## src/rtl/stepper_pkg.sv

```systemverilog
`timescale 1ns/1ps
package stepper_pkg;

    localparam int unsigned NUM_PHASES   = 2;
    localparam int unsigned GATES_PER_BR = 4;

    // gate bit positions inside one bridge nibble
    localparam int unsigned G_HIGH1 = 0;
    localparam int unsigned G_HIGH2 = 1;
    localparam int unsigned G_LOW1  = 2;
    localparam int unsigned G_LOW2  = 3;

    typedef enum logic [1:0] {
        BR_OFF   = 2'd0,
        BR_DEAD  = 2'd1,
        BR_DRIVE = 2'd2,
        BR_DECAY = 2'd3
    } br_state_t;

    typedef enum logic [1:0] {
        INH_SLEEP = 2'd0,
        INH_WAKE  = 2'd1,
        INH_RUN   = 2'd2
    } inh_state_t;

endpackage

```

## src/rtl/stepper_sync2.sv

```systemverilog
`timescale 1ns/1ps
module stepper_sync2 #(
    parameter int unsigned WIDTH = 2
) (
    input  logic             clk,
    input  logic             rst_n,
    input  logic [WIDTH-1:0] async_i,
    output logic [WIDTH-1:0] sync_o
);

    logic [WIDTH-1:0] stage1_q;
    logic [WIDTH-1:0] stage2_q;

    always_ff @(posedge clk or negedge rst_n) begin
        if (!rst_n) begin
            stage1_q <= '0;
            stage2_q <= '0;
        end else begin
            stage1_q <= async_i;
            stage2_q <= stage1_q;
        end
    end

    assign sync_o = stage2_q;

endmodule

```

## src/rtl/stepper_chop_osc.sv

```systemverilog
`timescale 1ns/1ps
module stepper_chop_osc #(
    parameter int unsigned OSC_STEPS = 8
) (
    input  logic clk,
    input  logic rst_n,
    input  logic osc_tick,
    output logic start_a_o,
    output logic start_b_o
);

    localparam int unsigned CW = (OSC_STEPS < 3) ? 1 : $clog2(OSC_STEPS);
    localparam logic [CW-1:0] LAST_V = CW'(OSC_STEPS - 1);
    localparam logic [CW-1:0] HALF_V = CW'(OSC_STEPS / 2);

    logic [CW-1:0] cnt_q;

    always_ff @(posedge clk or negedge rst_n) begin
        if (!rst_n) begin
            cnt_q <= '0;
        end else if (osc_tick) begin
            if (cnt_q == '0) begin
                cnt_q <= LAST_V;
            end else begin
                cnt_q <= cnt_q - CW'(1);
            end
        end
    end

    // winding A starts at the wrap, winding B half a period later
    assign start_a_o = osc_tick && (cnt_q == '0);
    assign start_b_o = osc_tick && (cnt_q == HALF_V);

endmodule

```

## src/rtl/stepper_inhibit_fsm.sv

```systemverilog
`timescale 1ns/1ps
module stepper_inhibit_fsm
    import stepper_pkg::*;
(
    input  logic clk,
    input  logic rst_n,
    input  logic any_level_i,
    input  logic start_a_i,
    output logic inhibit_o
);

    inh_state_t st_q;
    inh_state_t st_d;

    always_ff @(posedge clk or negedge rst_n) begin
        if (!rst_n) begin
            st_q <= INH_SLEEP;
        end else begin
            st_q <= st_d;
        end
    end

    always_comb begin
        st_d = st_q;
        unique case (st_q)
            INH_SLEEP: begin
                if (any_level_i) st_d = INH_WAKE;
            end
            INH_WAKE: begin
                if (!any_level_i)   st_d = INH_SLEEP;
                else if (start_a_i) st_d = INH_RUN;
            end
            INH_RUN: begin
                if (!any_level_i) st_d = INH_SLEEP;
            end
            default: st_d = INH_SLEEP;
        endcase
    end

    always_comb begin
        inhibit_o = (st_q != INH_RUN);
    end

endmodule

```

## src/rtl/stepper_bridge_fsm.sv

```systemverilog
`timescale 1ns/1ps
module stepper_bridge_fsm
    import stepper_pkg::*;
#(
    parameter int unsigned DEAD_CYC  = 16,
    parameter int unsigned BLANK_CYC = 2
) (
    input  logic                    clk,
    input  logic                    rst_n,
    input  logic                    dir_i,
    input  logic [1:0]              level_i,
    input  logic                    trip_i,
    input  logic                    period_i,
    input  logic                    hold_off_i,
    output logic [GATES_PER_BR-1:0] gates_o
);

    localparam int unsigned DW = (DEAD_CYC < 3) ? 1 : $clog2(DEAD_CYC);
    localparam int unsigned OW = (BLANK_CYC < 1) ? 1 : $clog2(BLANK_CYC + 1);
    localparam logic [DW-1:0] DEAD_RELOAD = DW'(DEAD_CYC - 1);
    localparam logic [OW-1:0] BLANK_V     = OW'(BLANK_CYC);

    br_state_t     st_q;
    br_state_t     st_d;
    logic [DW-1:0] dead_q;
    logic [DW-1:0] dead_d;
    logic [OW-1:0] on_q;
    logic [OW-1:0] on_d;
    logic          dir_q;
    logic          dir_edge;
    logic          run_ok;

    assign dir_edge = (dir_i != dir_q);
    assign run_ok   = (level_i != 2'b00) && !hold_off_i;

    // state register
    always_ff @(posedge clk or negedge rst_n) begin
        if (!rst_n) begin
            st_q   <= BR_OFF;
            dead_q <= '0;
            on_q   <= '0;
            dir_q  <= 1'b0;
        end else begin
            st_q   <= st_d;
            dead_q <= dead_d;
            on_q   <= on_d;
            dir_q  <= dir_i;
        end
    end

    // next state
    always_comb begin
        st_d   = st_q;
        dead_d = dead_q;
        on_d   = on_q;
        if (!run_ok) begin
            st_d = BR_OFF;
        end else begin
            unique case (st_q)
                BR_OFF: begin
                    if (period_i && !dir_edge) begin
                        st_d = BR_DRIVE;
                        on_d = '0;
                    end
                end
                BR_DEAD: begin
                    if (dir_edge) begin
                        dead_d = DEAD_RELOAD;
                    end else if (dead_q == '0) begin
                        st_d = BR_DRIVE;
                        on_d = '0;
                    end else begin
                        dead_d = dead_q - DW'(1);
                    end
                end
                BR_DRIVE: begin
                    if (dir_edge) begin
                        st_d   = BR_DEAD;
                        dead_d = DEAD_RELOAD;
                    end else if (period_i) begin
                        on_d = '0;
                    end else if (trip_i && (on_q == BLANK_V)) begin
                        st_d = BR_DECAY;
                    end else if (on_q != BLANK_V) begin
                        on_d = on_q + OW'(1);
                    end
                end
                BR_DECAY: begin
                    if (dir_edge) begin
                        st_d   = BR_DEAD;
                        dead_d = DEAD_RELOAD;
                    end else if (period_i) begin
                        st_d = BR_DRIVE;
                        on_d = '0;
                    end
                end
                default: st_d = BR_OFF;
            endcase
        end
    end

    // outputs
    always_comb begin
        gates_o = '0;
        unique case (st_q)
            BR_DRIVE: begin
                if (dir_q) begin
                    gates_o[G_HIGH1] = 1'b1;
                    gates_o[G_LOW2]  = 1'b1;
                end else begin
                    gates_o[G_HIGH2] = 1'b1;
                    gates_o[G_LOW1]  = 1'b1;
                end
            end
            BR_DECAY: begin
                if (dir_q) gates_o[G_HIGH1] = 1'b1;
                else       gates_o[G_HIGH2] = 1'b1;
            end
            BR_OFF, BR_DEAD: gates_o = '0;
            default: gates_o = '0;
        endcase
    end

endmodule

```

## src/rtl/stepper_bridge_ctrl.sv

```systemverilog
`timescale 1ns/1ps
module stepper_bridge_ctrl
    import stepper_pkg::*;
#(
    parameter int unsigned OSC_STEPS = 8,
    parameter int unsigned DEAD_CYC  = 16,
    parameter int unsigned BLANK_CYC = 2
) (
    input  logic       clk,
    input  logic       rst_n,
    input  logic       osc_tick,
    input  logic [1:0] dir_i,
    input  logic [3:0] level_i,
    input  logic [1:0] trip_i,
    output logic [7:0] gates_o,
    output logic [3:0] thr_sel_o,
    output logic       inhibit_o
);

    logic [NUM_PHASES-1:0] trip_sync;
    logic [NUM_PHASES-1:0] period_start;
    logic                  start_a;
    logic                  start_b;
    logic                  hold_off;

    stepper_sync2 #(.WIDTH(NUM_PHASES)) u_trip_sync (
        .clk     (clk),
        .rst_n   (rst_n),
        .async_i (trip_i),
        .sync_o  (trip_sync)
    );

    stepper_chop_osc #(.OSC_STEPS(OSC_STEPS)) u_osc (
        .clk       (clk),
        .rst_n     (rst_n),
        .osc_tick  (osc_tick),
        .start_a_o (start_a),
        .start_b_o (start_b)
    );

    stepper_inhibit_fsm u_inhibit (
        .clk         (clk),
        .rst_n       (rst_n),
        .any_level_i (|level_i),
        .start_a_i   (start_a),
        .inhibit_o   (hold_off)
    );

    assign period_start = {start_b, start_a};
    assign inhibit_o    = hold_off;
    assign thr_sel_o    = level_i;

    for (genvar p = 0; p < NUM_PHASES; p++) begin : g_bridge
        stepper_bridge_fsm #(
            .DEAD_CYC  (DEAD_CYC),
            .BLANK_CYC (BLANK_CYC)
        ) u_bridge (
            .clk        (clk),
            .rst_n      (rst_n),
            .dir_i      (dir_i[p]),
            .level_i    (level_i[2*p +: 2]),
            .trip_i     (trip_sync[p]),
            .period_i   (period_start[p]),
            .hold_off_i (hold_off),
            .gates_o    (gates_o[GATES_PER_BR*p +: GATES_PER_BR])
        );
    end

endmodule

```

## config.mk

```make
export PLATFORM = sky130hd
export DESIGN_NAME = stepper_bridge_ctrl
export DESIGN_NICKNAME = d
export VERILOG_FILES = /design/src/rtl/stepper_pkg.sv /design/src/rtl/stepper_sync2.sv /design/src/rtl/stepper_chop_osc.sv /design/src/rtl/stepper_inhibit_fsm.sv /design/src/rtl/stepper_bridge_fsm.sv /design/src/rtl/stepper_bridge_ctrl.sv
export SDC_FILE = /design/constraint.sdc
export NUM_CORES = 1
export LEC_CHECK = 0
export BUFFER_PORTS_ARGS = -buffer_cell sky130_fd_sc_hd__buf_2
export CORE_ASPECT_RATIO = 1.75
export CORE_MARGIN = 2
export CORE_UTILIZATION = 30
export CTS_BUF_LIST = sky130_fd_sc_hd__clkbuf_4 sky130_fd_sc_hd__clkbuf_8
export CTS_CLUSTER_SIZE = 14
export DETAILED_ROUTE_END_ITERATION = 6
export PLACE_DENSITY_LB_ADDON = 0.15
export SYNTH_ARGS = -nofsm -noshare
export SYNTH_HDL_FRONTEND = slang
export SYNTH_SLANG_ARGS = --single-unit
```

## constraint.sdc

```tcl
create_clock -name clk -period 4.95 [get_ports clk]
set_input_delay 0.495 -clock clk [delete_from_list [all_inputs] [get_ports clk]]
set_output_delay 0.495 -clock clk [all_outputs]
set_load 0.01 [all_outputs]
```

=== Yosys cells after proc, flatten, opt, wreduce, memory -nomap -nowiden ===
Cells that the tools add are included.

* Register bits after elaboration: 27
* Output and inout bits: 13

* $add $sub $neg: 5
* Equality and inequality tests: 51
* Multiplexer cells: 63
* Reduce and logical (&&, ||, !) cells: 33

{| class="wikitable"
|+ Operators with widths
! cell !! count
|-
| 2-bit 2-to-1 mux || 43
|-
| 2-bit one-hot mux with 4 select lines || 4
|-
| 4-bit 2-to-1 mux || 6
|-
| 2-bit inequality test (second input constant) || 10
|-
| 2-bit by 1-bit inequality test with 1-bit output (second input constant) || 9
|-
| 3-bit inequality test (second input constant) || 6
|-
| 2-bit one-hot mux with 3 select lines || 3
|-
| 9-bit AND reduction || 2
|-
| 4-bit one-hot mux with 2 select lines || 2
|-
| 3-bit by 2-bit inequality test with 1-bit output (second input constant) || 5
|-
| 2-bit equality test (second input constant) || 7
|-
| 6-bit AND reduction || 2
|-
| 1-bit logical AND || 8
|-
| 4-bit zero test || 2
|-
| 4-bit by 2-bit inequality test with 1-bit output (second input constant) || 2
|-
| 4-bit by 3-bit inequality test with 1-bit output (second input constant) || 2
|-
| 4-bit inequality test (second input constant) || 2
|-
| 4-bit AND reduction || 2
|-
| 2-bit nonzero test || 4
|-
| 2-bit OR reduction || 4
|-
| 4-bit by 1-bit subtractor with 4-bit output (second input constant) || 2
|-
| 2-bit by 1-bit equality test with 1-bit output (second input constant) || 3
|-
| 2-bit zero test || 3
|-
| 3-bit by 1-bit inequality test with 1-bit output (second input constant) || 2
|-
| other kinds (10) || 17
|}

=== Depth between registers and ports, before layout ===
Gate-level depths: netlist of run 1.

* Depth in word-level cells: 7
* Gate-level depth with buffers: 6

=== Hierarchy ===
Synthesis of run 1 repeated with hierarchy kept, for this count alone.

* Cell total of the unflattened synthesis: 152
* Area total of the unflattened synthesis: 1541.5 um^2

{| class="wikitable"
|+ Modules (own cells, without submodules)
! module !! times used !! cells each !! area an instance (um^2)
|-
| stepper_bridge_fsm || 2 || 58 || 564.3
|-
| stepper_chop_osc || 1 || 19 || 185.2
|-
| stepper_sync2 || 1 || 4 || 100.1
|-
| stepper_inhibit_fsm || 1 || 8 || 90.1
|-
| stepper_bridge_ctrl || 1 || 5 || 37.5
|}

=== Least setup slack after synthesis of run 1 ===
Ideal clock, no wire load.

* Path type: input -> register
* Start point: input dir_i[1]
* End point: register g_bridge[1].u_bridge.on_q[1]
* Setup time: 0.080 ns
* Arrival: 1.631 ns
* Path slack: 3.239 ns
* Cell stages on the path: 4
* Buffers on the path: 0
* Cell sequence: xor2_1 -> or3_4 -> or4_4 -> o22ai_2

* Longest elaborated chain between the ends: 5
* Elaborated cells between the ends (all ways): 8
* Those cells by class: eq/ne (5); reduce/logical (3)

{| class="wikitable"
|+ Ends and longest elaborated chain
! element !! line !! text
|-
| start, declared || stepper_bridge_ctrl.sv:12 || <nowiki>input logic [1:0] dir_i,</nowiki>
|-
| 1-bit inequality test * || stepper_bridge_fsm.sv:33 || <nowiki>assign dir_edge = (dir_i != dir_q);</nowiki>
|-
| 1-bit zero test || stepper_bridge_fsm.sv:61 || <nowiki>if (period_i && !dir_edge) begin</nowiki>
|-
| 1-bit logical AND || stepper_bridge_fsm.sv:61 ||
|-
| 2-bit by 1-bit inequality test with 1-bit output (no source line) || -- ||
|-
| 9-bit AND reduction (no source line) * || -- ||
|-
| end signal, assigned || stepper_bridge_fsm.sv:46 || <nowiki>on_q <= on_d;</nowiki>
|-
| end, declared || stepper_bridge_fsm.sv:27 || <nowiki>logic [OW-1:0] on_q;</nowiki>
|}

Every way passes the cells marked *; elsewhere a longest branch is shown, timed or not.
A chain may end at the register's enable or synchronous reset.

=== Worst setup path after layout of run 1 ===
* Start point: register g_bridge[1].u_bridge.dead_q[0]
* End point: register g_bridge[1].u_bridge.dead_q[1]

* Longest elaborated chain between the ends: 4
* Elaborated cells between the ends (all ways): 7
* Those cells by class: add/sub (1); eq/ne (1); mux (3); reduce/logical (2)

{| class="wikitable"
|+ Ends and longest elaborated chain
! element !! line !! text
|-
| start, declared || stepper_bridge_fsm.sv:25 || <nowiki>logic [DW-1:0] dead_q;</nowiki>
|-
| start signal, assigned || stepper_bridge_fsm.sv:40 || <nowiki>dead_q <= '0;</nowiki>
|-
| start signal, assigned || stepper_bridge_fsm.sv:45 || <nowiki>dead_q <= dead_d;</nowiki>
|-
| 4-bit by 1-bit subtractor with 4-bit output || stepper_bridge_fsm.sv:73 || <nowiki>dead_d = dead_q - DW'(1);</nowiki>
|-
| 4-bit 2-to-1 mux || stepper_bridge_fsm.sv:69 || <nowiki>end else if (dead_q == '0) begin</nowiki>
|-
| 4-bit 2-to-1 mux || stepper_bridge_fsm.sv:67 || <nowiki>if (dir_edge) begin</nowiki>
|-
| 4-bit one-hot mux with 2 select lines || stepper_bridge_fsm.sv:59 || <nowiki>unique case (st_q)</nowiki>
|}

Parallel ways exist; a longest one is shown, timed or not. The select of a mux whose other input is x is not followed.

==> results of run 1 <==
final cells by class:
cell class | instances | area, sq um
sequential | 27 | 676
tap | 54 | 67.6
clock inverter | 1 | 8.76
multi-input combinational | 105 | 718
fill | 505 | 3210
timing repair buffer | 23 | 115
clock buffer | 3 | 41.3
inverter | 15 | 56.3
power groups by stage:
stage	combinational, W	sequential, W	clock, W
2_1_floorplan	0.0000669	0.000261	0
5_1_grt	0.000104	0.000264	0.000151
4_1_cts	0.0000918	0.000261	0.000144
3_3_place_gp	0.0000888	0.000264	0
6_report	0.0000893	0.000260	0.000136
3_5_place_dp	0.0000907	0.000265	0
Yosys cell counts, types with 3 or more instances:
cell type	instances
nand2b_1	6
ha_1	6
nor2b_1	3
o21ai_0	6
dfrtp_1	27
clkbuf_1	3
nand2_1	5
a21oi_1	7
buf_4	4
inv_1	14
a211oi_1	4
nor2_1	16
nor3_1	4
o21ai_1	3
mux2i_1	3
nor4_1	3
cell families after synthesis:
group / count (synthesis) / share of synthesized area
buf+inv: 22 / 0.0654
flops: 27 / 0.453
fa+ha+maj: 6 / 0.0503
xor+xnor: 4 / 0.0235
compound gates: 35 / 0.157
simple gates: 54 / 0.208
mux: 6 / 0.0428
flip-flops by register name, indices dropped and copies added (netlist names):
register,count
g_bridge.u_bridge.dead_q,8
g_bridge.u_bridge.on_q,4
g_bridge.u_bridge.st_q,4
u_osc.cnt_q,3
g_bridge.u_bridge.dir_q,2
u_inhibit.st_q,2
u_trip_sync.stage1_q,2
u_trip_sync.sync_o,2
how the worst min path moves through the flow:
stage                             from                             end  slack (ns)  depth (start not counted)
6_report                         rst_n         u_trip_sync.stage1_q[1]        0.21                          1
5_1_grt                          rst_n         u_trip_sync.stage1_q[1]        0.25                          1
4_1_cts                          rst_n         u_trip_sync.stage1_q[1]        0.24                          1
3_5_place_dp   u_trip_sync.stage1_q[1]           u_trip_sync.sync_o[1]        0.34                          0
3_3_place_gp   u_trip_sync.stage1_q[0]           u_trip_sync.sync_o[0]        0.33                          0
2_1_floorplan                    rst_n  g_bridge[0].u_bridge.dead_q[0]        0.20                          0
metal layers:
layer | routed length, um | vias to the layer above
li1 | - | 572
met1 | 1320 | 554
met2 | 1680 | 32
met3 | 120 | 5
met4 | 65 | 0
met5 | 0 | -
through the flow:
| stage | cells | setup WS [ns] | power [W] |
|---|---|---|---|
| after floorplan | 154 | 3.24 | 0.000328 |
| after global placement | 224 | 3.08 | 0.000353 |
| after detailed placement | 224 | 3.06 | 0.000356 |
| after CTS | 228 | 3.10 | 0.000497 |
| after global routing | 228 | 2.88 | 0.000519 |
| final | 228 | 3.10 | 0.000486 |
==> metrics.md, run 1 <==
| Metric | Value |
|---|---|
| Most frequent cells in the layout | dfrtp_1, buf_2, nor2_1 |
| Syn nets | 171 |
| Bufs and invs on worst path | 1 |
| Maximum clock rate | 540 MHz |
| H-tree level count | 1 |
| Crit path DAT | 2.02 ns |
| Yosys top cell by area | dfrtp_1 |
| # port buffers | 23 |
| Setup slack, reg-to-reg | 3.10 ns |
| Drt pass-1 iters | 4 |
| Top Usage Layer GRT | met2 |
| Worst reg2reg path endpoint | g_bridge[1].u_bridge.dead_q[1] |
| Slew Viols, Final | 0 |
| Psw | 0.000144 W |
| Largest cells by area after synthesis | dfrtp_1, ha_1, nor2_1, inv_1, nand2b_1 |
| Placed cell areas | 1630 sq um |
| Hold WC Path Type | input port to async pin |
| Post-CTS Hold Buffers | 0 |
| Setup Buffers After CTS | 0 |
| Die ar. | 5570 sq um |
| RSZ-0062 raised after global routing | false |
| Grt met2 use | 0.226 |
| CP max FO | 3 |
| YS warnings | 0 |
| Seq/Total Area, Yosys | 0.453 |
| DRT antenna net count | 0 |
| Number of global-route vias before repair | 1,240 |
| Startpoint Class | register |
| Clock Power Share | 0.280 |
| Slew headroom | 0.583 |
| WP depth | 6 |
| Crit-path leading delay family | simple AND/OR/NAND/NOR gates |
| Grt met1 use | 0.150 |
| Dpl hpwl | 2.48 mm |
| Layout net count | 192 |
| FF-to-FF path depth | 6 |
| Final count of hold timing violations | 0 |
| Status | complete, no violations |
| CTS buffer count | 3 |
| Via density | 5.10 |
| WP data required | 5.12 ns |
| RD Place Congestion | 0.799 |
| Drt total wl | 3.19 mm |
| Vias | 1,163 |
| Max VDD drop | 0.000116 V |
| Logic pwr share | 0.184 |
| Die H | 97.3 um |
| Internal Power | 0.000341 W |
| Initial antenna violation count | 0 |
| First-pass GRT wire length | 5.67 mm |
| Largest net degree at the start of global routing | 28 |
| GR Overflow Total | 0 |
| Row Count | 34 |
| Root Buffer | clkbuf_8 |
| Lkg Pwr | 0.774 nW |
| Clock Sinks | 27 |
| Endpoints failing setup | 0 |
| Die width | 57.3 um |
| Starting DRT DRC Count | 16 |
| Seq cells post-synth | 27 |
| Syn Std Cell Area | 1490 sq um |
| Max Cap Viol | 0 |
| Clk slew on worst S/H paths | 0.10 ns |
| Setup CP Type | register to register |
| Worst-case clock buffer depth | 2 |
| CTS tree | done |
| Crit-path cells | inv_1 -> ha_1 -> nor4bb_1 -> nor2_1 -> o21bai_1 -> mux2_1 |
| Final Util | 0.344 |
| Ys async rst share | 1.00 |
| Commonest non-fill, non-tap cell in the layout | dfrtp_1 |
| Flop pwr share | 0.536 |
| Setup crit end | g_bridge[1].u_bridge.dead_q[1] |
| Starting density of the core | 0.305 |
| Post-CTS Resized | 0 |
| Clock skew | 0.00897 ns |
| Period utilisation layout | 0.374 |
| Worst-Skew Late Latency | 0.28 ns |
| Boundary Pins | 24 |
| Layout cells sized above 1 | 0.207 |
| # diodes | 0 |
| DRC errors left | 0 |
| Min Hold Slack | 0.212 ns |
| Total Negative Setup Slacks | 0 ns |
| Synth top area share | 0.453 |
| Fin crit period | 1.85 ns |
| Worst Tran Pin Value | 0.625 ns |
| Finished Cell Area | 1680 sq um |
| Core Box Area | 4890 sq um |
| Met3 Track Usage GR | 0.0173 |
| Sw Ratio | 0.297 |
| Synth Area per Inst | 9.68 sq um |
| EDFF count, synth | 0 |
| Area grow syn2layout | 12.8% |
| Crit Reg-Reg Startpoint | g_bridge[1].u_bridge.dead_q[0] |
| DR WL/cell | 14.0 um |
| Critical-path top delay cell | dfrtp_1 |
| Crit path largest cell delay | 0.39 ns |
| All-Layer GR Usage | 0.128 |
| Cells after Synth | 154 |
| Crit path capture type | register |
| Ys flop type | dfrtp_1 |
| CP Launch Point | g_bridge[1].u_bridge.dead_q[0] |
| Distinct cells, synth | 47 |
| PD cells | 289 nW/um^2 |
Power figures use the tool's default switching activity.
==> run 2, diff against run 1 <==
- clock period: 4.95 -> 1.8 ns (I/O delays scaled with it)
==> run 2 against run 1 <==
Compared with the run above: cell area increased by 6.7%; worst hold slack got worse by 0.20 ns; clock skew fell by 0.0061 ns; critical path depth grew 1; register-to-register slack lost 3.0 ns; via count rose by 5.6%; combinational power grew to 2.9 times the previous value; critical path type unchanged.
==> metrics.md, run 2 (synthesis results as in run 1) <==
| Metric | Value |
|---|---|
| Status | complete, no violations |
| Most frequent cells in the layout | dfrtp_1, buf_2, nor2_1 |
| Commonest non-fill, non-tap cell in the layout | dfrtp_1 |
| Multi-input gate area | 732 sq um |
| FF-to-FF path depth | 7 |
| CP Launch Point | g_bridge[1].u_bridge.dead_q[1] |
| Drt total wl | 3.40 mm |
| Fillers | 494 |
| Min Hold Slack | 0.00964 ns |
| Crit path capture type | register |
| Bufs and invs on worst path | 2 |
| Row Count | 34 |
| Max reg flops | 8 |
| DRT antenna net count | 0 |
| Placed cell areas | 1700 sq um |
| Slew headroom | 0.573 |
| CTS tree | done |
| Final Util | 0.367 |
| Slew Viols, Final | 0 |
| Die ar. | 5570 sq um |
| Final count of hold timing violations | 0 |
| Dpl hpwl | 2.59 mm |
| GR Overflow Total | 0 |
| Setup crit end | g_bridge[1].u_bridge.dead_q[1] |
| PD cells | 742 nW/um^2 |
| Clk slew on worst S/H paths | 0.10 ns |
| Vias | 1,228 |
| # port buffers | 23 |
| Starting density of the core | 0.305 |
| Crit-path cells | inv_1 -> ha_2 -> nor4bb_1 -> buf_4 -> nor2_1 -> o21bai_1 -> mux2_1 |
| Clock Sinks | 27 |
| Sequential cell area | 676 sq um |
| Layout net count | 205 |
| WHS Path Cells | 1 |
| Setup CP Type | register to register |
| Fin crit period | 1.73 ns |
| Register with the most flip-flops | g_bridge.u_bridge.dead_q |
| RSZ-0062 raised after global routing | false |
| Number of global-route vias before repair | 1,302 |
| Layout cells sized above 1 | 0.273 |
| Core Box Area | 4890 sq um |
| WP depth | 7 |
| Crit path DAT | 1.89 ns |
| Die H | 97.3 um |
| Endpoints failing setup | 0 |
| First-pass GRT wire length | 5.84 mm |
| Worst-case clock buffer depth | 2 |
| Lkg Pwr | 0.831 nW |
| Crit-path leading delay family | flip-flops |
| Overall Power | 0.00133 W |
| RD Place Congestion | 0.793 |
| Max Cap Viol | 0 |
| CTS buffer count | 3 |
| Startpoint Class | register |
| Worst Tran Pin Value | 0.641 ns |
| Largest net degree at the start of global routing | 28 |
| Finished Cell Area | 1800 sq um |
| Worst-Skew Late Latency | 0.27 ns |
| Setup slack, reg-to-reg | 0.07 ns |
| Via density | 5.10 |
| Starting DRT DRC Count | 53 |
| Die width | 57.3 um |
| Clock skew | 0.00285 ns |
| Area grow syn2layout | 20.4% |
| Total Negative Setup Slacks | 0 ns |
| Critical-path top delay cell | dfrtp_1 |
| Drt pass-1 iters | 4 |
| # diodes | 0 |
| CP max FO | 2 |
| Crit path largest cell delay | 0.39 ns |
| Max VDD drop | 0.000424 V |
| Hold WC Path Type | input port to register |
| H-tree level count | 1 |
| All-Layer GR Usage | 0.131 |
| DR WL/cell | 14.1 um |
| WP data required | 1.96 ns |
| Initial antenna violation count | 0 |
| DRC errors left | 0 |
| Boundary Pins | 24 |
| Crit Reg-Reg Startpoint | g_bridge[1].u_bridge.dead_q[1] |
| Period utilisation layout | 0.959 |
| Root Buffer | clkbuf_8 |
| Worst reg2reg path endpoint | g_bridge[1].u_bridge.dead_q[1] |
| Largest regs | g_bridge.u_bridge.dead_q x8, g_bridge.u_bridge.on_q x4, g_bridge.u_bridge.st_q x4 |
| Maximum clock rate | 579 MHz |
==> run 2: per-stage QoR <==
step           std cells  setup slack, ns
2_1_floorplan        154            0.113
3_3_place_gp         233            0.131
3_5_place_dp         233           0.0657
4_1_cts              239           0.0440
5_1_grt              241          0.00422
6_report             241           0.0730
==> run 2: layout make-up <==
cell class                 count  share of cell area
sequential                    27               0.376
timing repair buffer          36               0.121
inverter                      15              0.0314
tap                           54              0.0376
clock inverter                 1             0.00279
clock buffer                   3              0.0230
multi-input combinational    105               0.408
==> run 2: layer usage <==
metal  routed length [um]  vias to the layer above  track usage
li1                     -                      597            -
met1                 1400                      592        0.148
met2                 1800                       34        0.239
met3                  140                        5       0.0226
met4                   55                        0       0.0483
met5                    0                        -            0
==> run 2: worst min-delay path by stage <==
| stage | from | endpoint | slack, ns |
|---|---|---|---|
| 6_report | trip_i[1] | u_trip_sync.stage1_q[1] | 0.01 |
| 5_1_grt | trip_i[1] | u_trip_sync.stage1_q[1] | 0.004 |
| 4_1_cts | trip_i[1] | u_trip_sync.stage1_q[1] | 0.004 |
| 3_5_place_dp | rst_n | u_osc.cnt_q[1] | 0.25 |
| 3_3_place_gp | rst_n | u_osc.cnt_q[1] | 0.25 |
| 2_1_floorplan | rst_n | g_bridge[0].u_bridge.dead_q[0] | -0.12 |
==> run 2: repair_timing <==
action / 4_1_cts / 5_1_grt
endpoints found under the hold margin: 28 / 0
resized for setup: 0 / 4
endpoints found under the setup margin: 0 / 5
hold buffers: 2 / 0
setup buffers: 0 / 2
==> run 2: where the power goes <==
part,switching (W),internal (W)
registers,0.0000522,0.000667
logic,0.000140,0.000120
clock network,0.000198,0.000155
==> run 3, diff against run 2 <==
- CTS_BUF_LIST: sky130_fd_sc_hd__clkbuf_4 sky130_fd_sc_hd__clkbuf_8 -> sky130_fd_sc_hd__clkbuf_16
- SKIP_LAST_GASP: default -> 1
==> run 3 against run 2 <==
Compared with the run above: count of clock-buffer cells in the layout unchanged; core utilization rose by 0.13 points; via count is 0.33% lower; worst setup slack gained 0.0045 ns; worst hold slack improved by 0.0066 ns; critical path type unchanged.
==> metrics.md, run 3 (synthesis results as in run 1) <==
| Metric | Value |
|---|---|
| Setup Buffers After CTS | 0 |
| Via density | 5.14 |
| Final count of hold timing violations | 0 |
| Layout cells sized above 1 | 0.255 |
| Crit path largest cell delay | 0.50 ns |
| Root Buffer | clkbuf_16 |
| Hold WC Path Type | input port to register |
| CTS buffer count | 3 |
| Crit path capture type | register |
| Commonest non-fill, non-tap cell in the layout | dfrtp_1 |
| Finished Cell Area | 1800 sq um |
| Die width | 57.3 um |
| Crit-path cells | nor2b_4 -> inv_2 -> or3_4 -> or4_4 -> o22ai_2 |
| Slew headroom | 0.574 |
| CP max FO | 3 |
| RD Place Congestion | 0.793 |
| Drt pass-1 iters | 4 |
| Starting DRT DRC Count | 24 |
| # diodes | 0 |
| Status | complete, no violations |
| Clock skew | 0.00339 ns |
| Largest net degree at the start of global routing | 28 |
| GR Overflow Total | 0 |
| Initial antenna violation count | 0 |
| H-tree level count | 1 |
| Min Hold Slack | 0.0162 ns |
| All-Layer GR Usage | 0.133 |
| CTS tree | done |
| Worst Tran Pin Value | 0.639 ns |
| Total Negative Setup Slacks | 0 ns |
| Startpoint Class | register |
| Dpl hpwl | 2.59 mm |
| Period utilisation layout | 0.957 |
| Drt total wl | 3.36 mm |
| Finished Layout Cells | 238 |
| Setup CP Type | register to register |
| Post-Place Cells | 233 |
| Max VDD drop | 0.000541 V |
| Lkg Pwr | 0.835 nW |
| Die ar. | 5570 sq um |
| DR WL/cell | 14.1 um |
| Register with the most flip-flops | g_bridge.u_bridge.dead_q |
| Fillers | 491 |
| Core Box Area | 4890 sq um |
| Vias | 1,224 |
| Max reg flops | 8 |
| Worst-Skew Late Latency | 0.26 ns |
| Clk slew on worst S/H paths | 0.07 ns |
| Boundary Pins | 24 |
| PD cells | 830 nW/um^2 |
| Starting density of the core | 0.305 |
| First-pass GRT wire length | 5.89 mm |
| Die H | 97.3 um |
| # port buffers | 23 |
| DRT antenna net count | 0 |
| Number of global-route vias before repair | 1,292 |
| WP data required | 1.99 ns |
| Largest regs | g_bridge.u_bridge.dead_q x8, g_bridge.u_bridge.on_q x4, g_bridge.u_bridge.st_q x4 |
| Area grow syn2layout | 20.8% |
| Critical-path top delay cell | or4_4 |
| Endpoints failing setup | 0 |
| Maximum clock rate | 581 MHz |
| Placed cell areas | 1700 sq um |
| Fin crit period | 1.72 ns |
| Max Cap Viol | 0 |
| Clock Sinks | 27 |
| Crit path DAT | 1.92 ns |
| Row Count | 34 |
| Layout net count | 202 |
| Slew Viols, Final | 0 |
| DRC errors left | 0 |
| Most frequent cells in the layout | dfrtp_1, buf_2, nor2_1 |
| RSZ-0062 raised after global routing | false |
| Worst-case clock buffer depth | 2 |
run 3: cell count changes in the layout (fill, tap and decap cells not counted), sizes merged:
cell / change
buf: -2
dlygate4sd3: -1
run 3: final timing paths:
check                                         from  cells after the start  slack [ns]                              to
max reg2reg                      u_inhibit.st_q[0]                      5        0.08    g_bridge[1].u_bridge.on_q[1]
max                              u_inhibit.st_q[0]                      5        0.08    g_bridge[1].u_bridge.on_q[1]
min reg2reg                u_trip_sync.stage1_q[0]                      0        0.35           u_trip_sync.sync_o[0]
min                                      trip_i[0]                      1        0.02         u_trip_sync.stage1_q[0]
max in group asynchronous                    rst_n                      2        0.90  g_bridge[0].u_bridge.dead_q[1]
min in group asynchronous                    rst_n                      2        0.47         u_trip_sync.stage1_q[1]
run 3: metal layers:
layer	GRT usage	part of all wire
met4	0.0537	0.018
met3	0.0266	0.045
met2	0.239	0.53
met5	0	0
met1	0.148	0.40
run 3: critical path: cells and delay by family, from the launching register on:
family                 cells  cell delay, ns
AND/OR/NAND/NOR            3            1.04
buffers and inverters      1            0.04
AO/OA/AOI/OAI              1            0.14
flip-flops                 1            0.43
run 3: cell type report:
| class | instances | area, sq um | area share |
|---|---|---|---|
| timing repair buffer | 33 | 193 | 0.107 |
| tap | 54 | 67.6 | 0.0375 |
| multi-input combinational | 105 | 729 | 0.405 |
| clock inverter | 1 | 5.00 | 0.00278 |
| sequential | 27 | 676 | 0.375 |
| inverter | 15 | 56.3 | 0.0312 |
| clock buffer | 3 | 75.1 | 0.0417 |
run 3: report_power, final:
group          internal [W]  leakage, nW  switching, W
clock              0.000300       0.0409      0.000217
combinational      0.000119        0.462      0.000140
sequential         0.000667        0.332     0.0000521
run 3: timing repair:
action / CTS / global route
hold buffers: 1 / 0
endpoints found under the setup margin: 0 / 3
gates resized for setup: 0 / 2
endpoints found under the hold margin: 27 / 0
run 3: per-stage QoR:
stage               setup WS (ns)  power [W]   util
floorplan                   0.113   0.000901      -
global placement            0.131   0.000977  0.348
detailed placement         0.0657   0.000992  0.348
CTS                        0.0483    0.00152  0.366
global route              0.00390    0.00159  0.368
finish                     0.0775    0.00150  0.368
